==> src/rtl/nic_ctl_pkg.sv <==
// Shared constants and types for the interface control registers.
// Bit positions are fixed by the host register layout.
package nic_ctl_pkg;

    localparam int REG_W      = 16;
    localparam int ERR_LO_W   = 16;
    localparam int ERR_HI_W   = 4;

    // status word layout
    localparam int ST_RESET   = 15;
    localparam int ST_ONAIR   = 14;
    localparam int ST_ATTN    = 13;
    localparam int ST_IEN     = 12;
    localparam int ST_PIEN    = 11;
    localparam int ST_PFLAG   = 9;
    localparam int ST_IFLAG   = 8;
    localparam int ST_P2      = 5;
    localparam int ST_RAM256  = 4;

    // parity control layout
    localparam int PC_ACK     = 8;
    localparam int PC_SRC     = 7;
    localparam int PC_HALF    = 6;

    typedef enum logic [1:0] {
        SEL_STATUS = 2'd0,
        SEL_PCTRL  = 2'd1,
        SEL_PADDR  = 2'd2,
        SEL_NONE   = 2'd3
    } reg_sel_e;

    typedef struct packed {
        logic                src;
        logic                half;
        logic [ERR_HI_W-1:0] hi;
        logic [ERR_LO_W-1:0] lo;
    } perr_rec_t;

    // Mask of the host-writable status bits (control plus configuration)
    function automatic logic [REG_W-1:0] ctl_mask();
        logic [REG_W-1:0] m;
        m = '0;
        m[ST_RESET]  = 1'b1;
        m[ST_ONAIR]  = 1'b1;
        m[ST_ATTN]   = 1'b1;
        m[ST_IEN]    = 1'b1;
        m[ST_PIEN]   = 1'b1;
        m[ST_P2]     = 1'b1;
        m[ST_RAM256] = 1'b1;
        for (int i = 0; i < ERR_HI_W; i++) m[i] = 1'b1;
        return m;
    endfunction

endpackage

==> src/rtl/nic_ctl_status.sv <==
// Status word storage: writable control bits, the sticky controller
// interrupt flag and the attention pulse generator.
// Assumes single-cycle write strobes and single-cycle interrupt pulses.
module nic_ctl_status
    import nic_ctl_pkg::*;
#(
    parameter int W = REG_W
) (
    input  logic         clk,
    input  logic         rst_n,
    input  logic         wr_stat,
    input  logic [W-1:0] wdata,
    input  logic         irq_pulse,
    output logic [W-1:0] ctl_q,
    output logic         irq_flag,
    output logic         attn_pulse
);

    localparam logic [W-1:0] MASK = W'(ctl_mask());

    logic irq_clear;
    assign irq_clear = wr_stat & wdata[ST_IFLAG];

    // Purpose: hold the host-written control and configuration bits
    always_ff @(posedge clk) begin
        if (!rst_n)       ctl_q <= '0;
        else if (wr_stat) ctl_q <= wdata & MASK;
    end

    // Purpose: one-cycle attention on a 0-to-1 write of the attention bit
    always_ff @(posedge clk) begin
        if (!rst_n) attn_pulse <= 1'b0;
        else        attn_pulse <= wr_stat & wdata[ST_ATTN] & ~ctl_q[ST_ATTN];
    end

    // Purpose: sticky controller interrupt flag, forced clear under board reset
    always_ff @(posedge clk) begin
        if (!rst_n)                 irq_flag <= 1'b0;
        else if (ctl_q[ST_RESET])   irq_flag <= 1'b0;
        else if (irq_pulse)         irq_flag <= 1'b1;
        else if (irq_clear)         irq_flag <= 1'b0;
    end

endmodule

==> src/rtl/nic_perr_capture.sv <==
// Parity error recorder: sets a sticky flag and freezes the first error's
// address, source and byte half until the host acknowledges.
// Assumes error pulses last one cycle; the address is valid with the pulse.
module nic_perr_capture
    import nic_ctl_pkg::*;
#(
    parameter int LO_W = ERR_LO_W,
    parameter int HI_W = ERR_HI_W
) (
    input  logic                 clk,
    input  logic                 rst_n,
    input  logic                 ack,
    input  logic                 err_pulse,
    input  logic [LO_W+HI_W-1:0] err_addr,
    input  logic                 err_src,
    input  logic                 err_half,
    output logic                 flag,
    output perr_rec_t            rec
);

    logic take;
    // a new record is taken when nothing is pending or the pending one is released now
    assign take = err_pulse & (~flag | ack);

    // Purpose: sticky parity flag, cleared by acknowledge unless a new error arrives
    always_ff @(posedge clk) begin
        if (!rst_n) flag <= 1'b0;
        else        flag <= err_pulse | (flag & ~ack);
    end

    // Purpose: capture the failing location of the first unacknowledged error
    always_ff @(posedge clk) begin
        if (!rst_n) begin
            rec <= '0;
        end else if (take) begin
            rec.src  <= err_src;
            rec.half <= err_half;
            rec.lo   <= err_addr[LO_W-1:0];
            rec.hi   <= err_addr[LO_W+HI_W-1:LO_W];
        end
    end

endmodule

==> src/rtl/nic_irq_combine.sv <==
// Combines per-source sticky flags with their enables into one request.
// Pure combinational; each source is flag AND enable.
module nic_irq_combine #(
    parameter int N_SRC = 2
) (
    input  logic [N_SRC-1:0] flags,
    input  logic [N_SRC-1:0] enables,
    output logic             irq
);

    logic [N_SRC-1:0] gated;

    for (genvar g = 0; g < N_SRC; g++) begin : g_src
        assign gated[g] = flags[g] & enables[g];
    end

    // Purpose: request when any enabled source is pending
    always_comb irq = |gated;

endmodule

==> src/rtl/nic_ctl_regs.sv <==
// Top of the host control block: status word, parity capture registers,
// read multiplexer and combined interrupt.
// Assumes host accesses are single-cycle; reads are combinational.
module nic_ctl_regs
    import nic_ctl_pkg::*;
#(
    parameter int LO_W = ERR_LO_W,
    parameter int HI_W = ERR_HI_W
) (
    input  logic                 clk,
    input  logic                 rst_n,
    input  logic                 host_wr,
    input  logic [1:0]           host_sel,
    input  logic [REG_W-1:0]     host_wdata,
    output logic [REG_W-1:0]     host_rdata,
    input  logic                 ctrl_irq_pulse,
    input  logic                 par_err_pulse,
    input  logic [LO_W+HI_W-1:0] par_err_addr,
    input  logic                 par_err_src,
    input  logic                 par_err_half,
    output logic                 board_rst,
    output logic                 on_air,
    output logic                 attn_pulse,
    output logic                 p2_enable,
    output logic                 ram_256k,
    output logic [HI_W-1:0]      ext_haddr,
    output logic                 irq_out
);

    reg_sel_e          sel;
    logic              wr_stat;
    logic              ack_w;
    logic [REG_W-1:0]  ctl_w;
    logic              irq_flag_w;
    logic              perr_flag_w;
    perr_rec_t         cap_w;
    logic [REG_W-1:0]  status_rd;
    logic [REG_W-1:0]  pctrl_rd;

    assign sel     = reg_sel_e'(host_sel);
    assign wr_stat = host_wr & (sel == SEL_STATUS);
    assign ack_w   = host_wr & (sel == SEL_PCTRL) & host_wdata[PC_ACK];

    nic_ctl_status #(.W(REG_W)) i_status (
        .clk        (clk),
        .rst_n      (rst_n),
        .wr_stat    (wr_stat),
        .wdata      (host_wdata),
        .irq_pulse  (ctrl_irq_pulse),
        .ctl_q      (ctl_w),
        .irq_flag   (irq_flag_w),
        .attn_pulse (attn_pulse)
    );

    nic_perr_capture #(.LO_W(LO_W), .HI_W(HI_W)) i_perr (
        .clk       (clk),
        .rst_n     (rst_n),
        .ack       (ack_w),
        .err_pulse (par_err_pulse),
        .err_addr  (par_err_addr),
        .err_src   (par_err_src),
        .err_half  (par_err_half),
        .flag      (perr_flag_w),
        .rec       (cap_w)
    );

    nic_irq_combine #(.N_SRC(2)) i_irq (
        .flags   ({perr_flag_w, irq_flag_w}),
        .enables ({ctl_w[ST_PIEN], ctl_w[ST_IEN]}),
        .irq     (irq_out)
    );

    // Purpose: drive the board-level control outputs from the stored word
    always_comb begin
        board_rst = ctl_w[ST_RESET];
        on_air    = ctl_w[ST_ONAIR];
        p2_enable = ctl_w[ST_P2];
        ram_256k  = ctl_w[ST_RAM256];
        ext_haddr = ctl_w[HI_W-1:0];
    end

    // Purpose: assemble the status and parity control read words
    always_comb begin
        status_rd           = ctl_w;
        status_rd[ST_IFLAG] = irq_flag_w;
        status_rd[ST_PFLAG] = perr_flag_w;
        pctrl_rd            = '0;
        pctrl_rd[PC_SRC]    = cap_w.src;
        pctrl_rd[PC_HALF]   = cap_w.half;
        pctrl_rd[HI_W-1:0]  = cap_w.hi;
    end

    // Purpose: read multiplexer on the register select
    always_comb begin
        unique case (sel)
            SEL_STATUS: host_rdata = status_rd;
            SEL_PCTRL:  host_rdata = pctrl_rd;
            SEL_PADDR:  host_rdata = REG_W'(cap_w.lo);
            default:    host_rdata = '0;
        endcase
    end

endmodule

==> config.mk <==
export PLATFORM = sky130hd
export DESIGN_NAME = nic_ctl_regs
export DESIGN_NICKNAME = d
export VERILOG_FILES = /design/src/rtl/nic_ctl_pkg.sv /design/src/rtl/nic_ctl_status.sv /design/src/rtl/nic_perr_capture.sv /design/src/rtl/nic_irq_combine.sv /design/src/rtl/nic_ctl_regs.sv
export SDC_FILE = /design/constraint.sdc
export NUM_CORES = 1
export LEC_CHECK = 0
export CORE_MARGIN = 2
export CORE_UTILIZATION = 35
export CTS_BUF_LIST = sky130_fd_sc_hd__clkbuf_4 sky130_fd_sc_hd__clkbuf_8
export DETAILED_ROUTE_END_ITERATION = 12
export PLACE_DENSITY = 0.65
export SLEW_MARGIN = 20
export SYNTH_ARGS = -nofsm -noshare
export SYNTH_HDL_FRONTEND = slang
export SYNTH_SLANG_ARGS = --single-unit
export TNS_END_PERCENT = 100
==> constraint.sdc <==
create_clock -name clk -period 1.3 [get_ports clk]
set_input_delay 0.39 -clock clk [delete_from_list [all_inputs] [get_ports clk]]
set_output_delay 0.39 -clock clk [all_outputs]
set_load 0.01 [all_outputs]
-- After elaboration in Yosys (flattened, before gate mapping)
Cells that the tools add are included.
- register bits after elaboration: 36
- word-level logic and storage cells: 33
- input bits: 45
- output and inout port bits: 26
- multiplexer cells: 3
- bitwise operators: 16
- reduce and logical (&&, ||, !) cells: 4
- equality and inequality tests: 2
- operators by type and width (cell ; number):
    16-bit case mux with 3 select lines ; 1
    1-bit bitwise AND ; 10
    1-bit NOT ; 4
    2-bit OR reduction ; 2
    2-bit by 1-bit == test with 1-bit output, second input constant ; 1
    2-bit == test, second input constant ; 1
    2-bit zero test ; 1
    1-bit 2-to-1 mux ; 2
    1-bit OR ; 2
    2-bit nonzero test ; 1

-- Logic depth before layout (Yosys ltp)
- word-level depth: 6
- depth in mapped cells: 6
- depth with buffers taken out: 3

-- Hierarchy
From an unflattened synthesis, not the netlist that was laid out.
- cells, all modules: 188
- area total of the unflattened synthesis: 1836.8 um^2
- modules (own cells, without submodules) (module ; cells each ; times used ; area each (um^2)):
    nic_perr_capture ; 100 ; 1 ; 952.2
    nic_ctl_status ; 48 ; 1 ; 551.8
    nic_ctl_regs ; 39 ; 1 ; 324.1
    nic_irq_combine ; 1 ; 1 ; 8.8

-- Least setup slack after synthesis
No wires, ideal clock.
- kind: in2out
- start: input port host_sel[0]
- end: output port host_rdata[2]
- data arrival time: 1067 ps
- setup slack: -157 ps
- stages on the path: 4
- cells stage by stage: buf_6 -> buf_2 -> mux2i_1 -> o21ai_0
- cells in the longest elaborated chain, start to end: 2
- elaborated cells on any way between the ends: 4
- those cells by class: eq/ne: 2; mux: 1; reduce/logical: 1
- ends and longest elaborated chain (item ; RTL line ; text):
    start, declared ; nic_ctl_regs.sv:13 ; input logic [1:0] host_sel,
    2-bit == test (tied with other cells) ; nic_ctl_regs.sv:95 ; unique case (sel)
    16-bit case mux with 3 select lines * ; nic_ctl_regs.sv:95 ;
    end, declared ; nic_ctl_regs.sv:15 ; output logic [REG_W-1:0] host_rdata,
Mark *: on every way between the ends. The rest lies on a longest branch, timed or not.

-- Worst setup path after layout
- start: input port host_sel[1]
- end: output port host_rdata[6]
Same word-level chain as after synthesis.

==> reports/results.tsv <==
metric	value	unit
grt_pass1_vias	2483	
synth_edf_count	0	
fmax	0.671	GHz
synth_area	0.00228	sq mm
p_per_area	785	mW/mm^2
min_from	i_status.ctl_q[12]	
irDropWorstVdd	548	uV
hold_violations	0	
cts_inserted_buffers	5	
ff2ff_setup_slack	0.06	ns
vias	2463	
rows	29	
use_met1	25.1	%
rsz0062_at_grt	true	
wire_per_inst	16.8	um
async_reset_ff_share	0	%
hold-path-cell-count	2	
start_kind	input pin	
chipWidth	84.8	um
drtPass1Iterations	4	
slew-limit-headroom	75.4	%
design.die.area	0.00719	sq mm
violations	setup timing	
synthFlopType	dfxtp_1	
ant_nets	0	
grt_pass1_wl	12200	um
synth.largest_area_cell	dfxtp_1	
finalSetupViolCount	39	
initial_utilization	36.2	%
drv_slew	0	
status	finished, violations left	
cts.sinks	36	
clkTransAtPathRegs	0.07	ns
critPathKind	in2out	
maxCapViolations	0	
total_leakage_power	1.58	nW
fin_skew	0.00299	ns
dp.cells	431	
grt_util_all_layers	21.3	%
final_area	0.00368	sq mm
top_usage_layer	met2	
fill_cells	564	
final_util	58.2	%
regArea	733	sq um
cts_max_level	2	
fin_crit	1.49	ns
yosys-top-cells-count	dfxtp_1, nand2_1, mux2i_1	
reg2regPathDepth	3	
drc_errors	0	
drive_gt1_share	33.9	%
tightest_slew	0.369	ns
layout.nets	420	
antenna_cells	0	
overflow	0	
clkLatencyLatePin	0.29	ns
synth_top_area_share	31.5	%
cp-end-kind	primary output	
multiInputGateArea	0.00133	sq mm
synth_nets	315	
area.growth.synth_to_final	60.9	%
initialDrtViolationCount	246	
placed_area	0.00327	sq mm
tritoncts	yes	
final_cells	452	
ys_seq_elements	36	
synth_area_leaders	dfxtp_1, mux2i_1, nand4b_1	
yosys_warnings	0	
place.gp.congestion	0.818	
root_buffer	clkbuf_8	
critical_path_arrival	1.10	ns
hold_path_end	i_status.ctl_q[12]	
synth.most_common_cell	dfxtp_1	
cp_max_fo	4	
fp.dieH	84.8	um
grt_util_met3	3.74	%
port_buffers	66	
synth-seq-area-share	31.5	%
ys_types	24	
antenna_found_initial	0	
r2r-start	i_perr.flag	
grt_max_degree	36	
grtUsageMet2	37.7	%
dpl.hpwl	4480	um
synth_cells	270	
wirelength	7590	um
fp.coreArea	0.00631	sq mm
worstPathRequired	0.91	ns
min_period_over_period	115	%
syn_avg_cell_area	8.46	sq um
ioPinCount	71	
hold_class	reg2reg	
ctsLongestPathBuffers	2	
rr_endpoint	i_perr.rec[14]	
via_per_inst	5.45	
timing.final.ws_setup	-0.190	ns
[worst max-delay path, cell delays in order]
cell and delay (ns):
buf_12 0.11, nor2b_4 0.13, buf_6 0.12, a22o_1 0.21, buf_2 0.14
[area by class of cell]
type                    instances  share of cell area (%)
repair buffers                133                    36.4
well taps                      77                    2.62
multi-input cells             176                    36.1
clock buffers                   7                    2.62
flip-flops and latches         36                    19.9
inverters                      23                    2.35
[flip-flops by register name, summed over array words and instances (netlist names)]
register / count
i_status.attn_pulse: 1
i_status.ctl_q: 11
i_status.irq_flag: 1
i_perr.rec: 22
i_perr.flag: 1
[stage by stage]
step | hold slack, ns | power, mW | setup slack [ns] | setup TNS, ns
after floorplan | 0.498 | 1.58 | -0.0457 | -0.412
after global placement | 0.529 | 1.94 | -1.05 | -40.07
after CTS | 0.532 | 2.89 | -0.176 | -2.44
after detailed placement | 0.537 | 1.95 | -1.05 | -40.20
after global routing | 0.555 | 3.02 | -0.225 | -4.82
final | 0.528 | 2.89 | -0.190 | -3.24
[placed cells by master, fill, tap and decap left out, drive strengths merged]
cell type	synthesis	routed
a21boi	1	1
a22o	3	3
and2	1	1
and4b	2	2
buf	21	94
clkbuf	14	8
clkdlybuf4s15	0	2
clkdlybuf4s50	0	34
dfxtp	36	36
dlygate4sd2	0	2
inv	23	23
mux2i	24	24
nand2	27	27
nand3b	22	22
nand4	22	22
nand4b	22	22
nor2	9	9
nor2b	14	14
nor3b	1	1
o211a	1	1
o21a	1	1
o21ai	4	4
o32ai	22	22
[report_power, final]
group          leakage (nW)  switching (mW)  internal (mW)
logic                  1.23           0.340          0.451
clock network        0.0503           0.395          0.472
registers             0.299          0.0522           1.18
[worst max path at each step]
stage / to / start / slack [ns]
after global routing: host_rdata[6] / host_sel[1] / -0.22
after floorplan: i_status.irq_flag / host_sel[0] / -0.05
final: host_rdata[6] / host_sel[1] / -0.19
after CTS: host_rdata[6] / host_sel[1] / -0.18
after detailed placement: host_rdata[3] / host_sel[1] / -1.05
after global placement: host_rdata[2] / host_sel[0] / -1.05
[what timing repair did]
| item | CTS | global route |
|---|---|---|
| hold buffers | 0 | 0 |
| cloned | 5 | 1 |
| endpoints found under the setup margin | 62 | 39 |
| gates resized for setup | 160 | 9 |
| setup buffers | 9 | 2 |
| pin swaps | 24 | 22 |
[metal layers]
layer / share of wire (%) / wire length, um
met1: 39 / 2990
met2: 53 / 4030
met4: 2.2 / 164
met3: 5.3 / 399
met5: 0 / 0
[logic make-up after synthesis]
family                 after synthesis  share of synthesized area, %
flip-flops                          36                          31.5
buffers and inverters               58                          12.8
multiplexers                        24                          10.5
AO/OA/AOI/OAI                       32                          11.7
AND/OR/NAND/NOR                    120                          33.4
No activity file was read; power rests on OpenSTA's default activity.
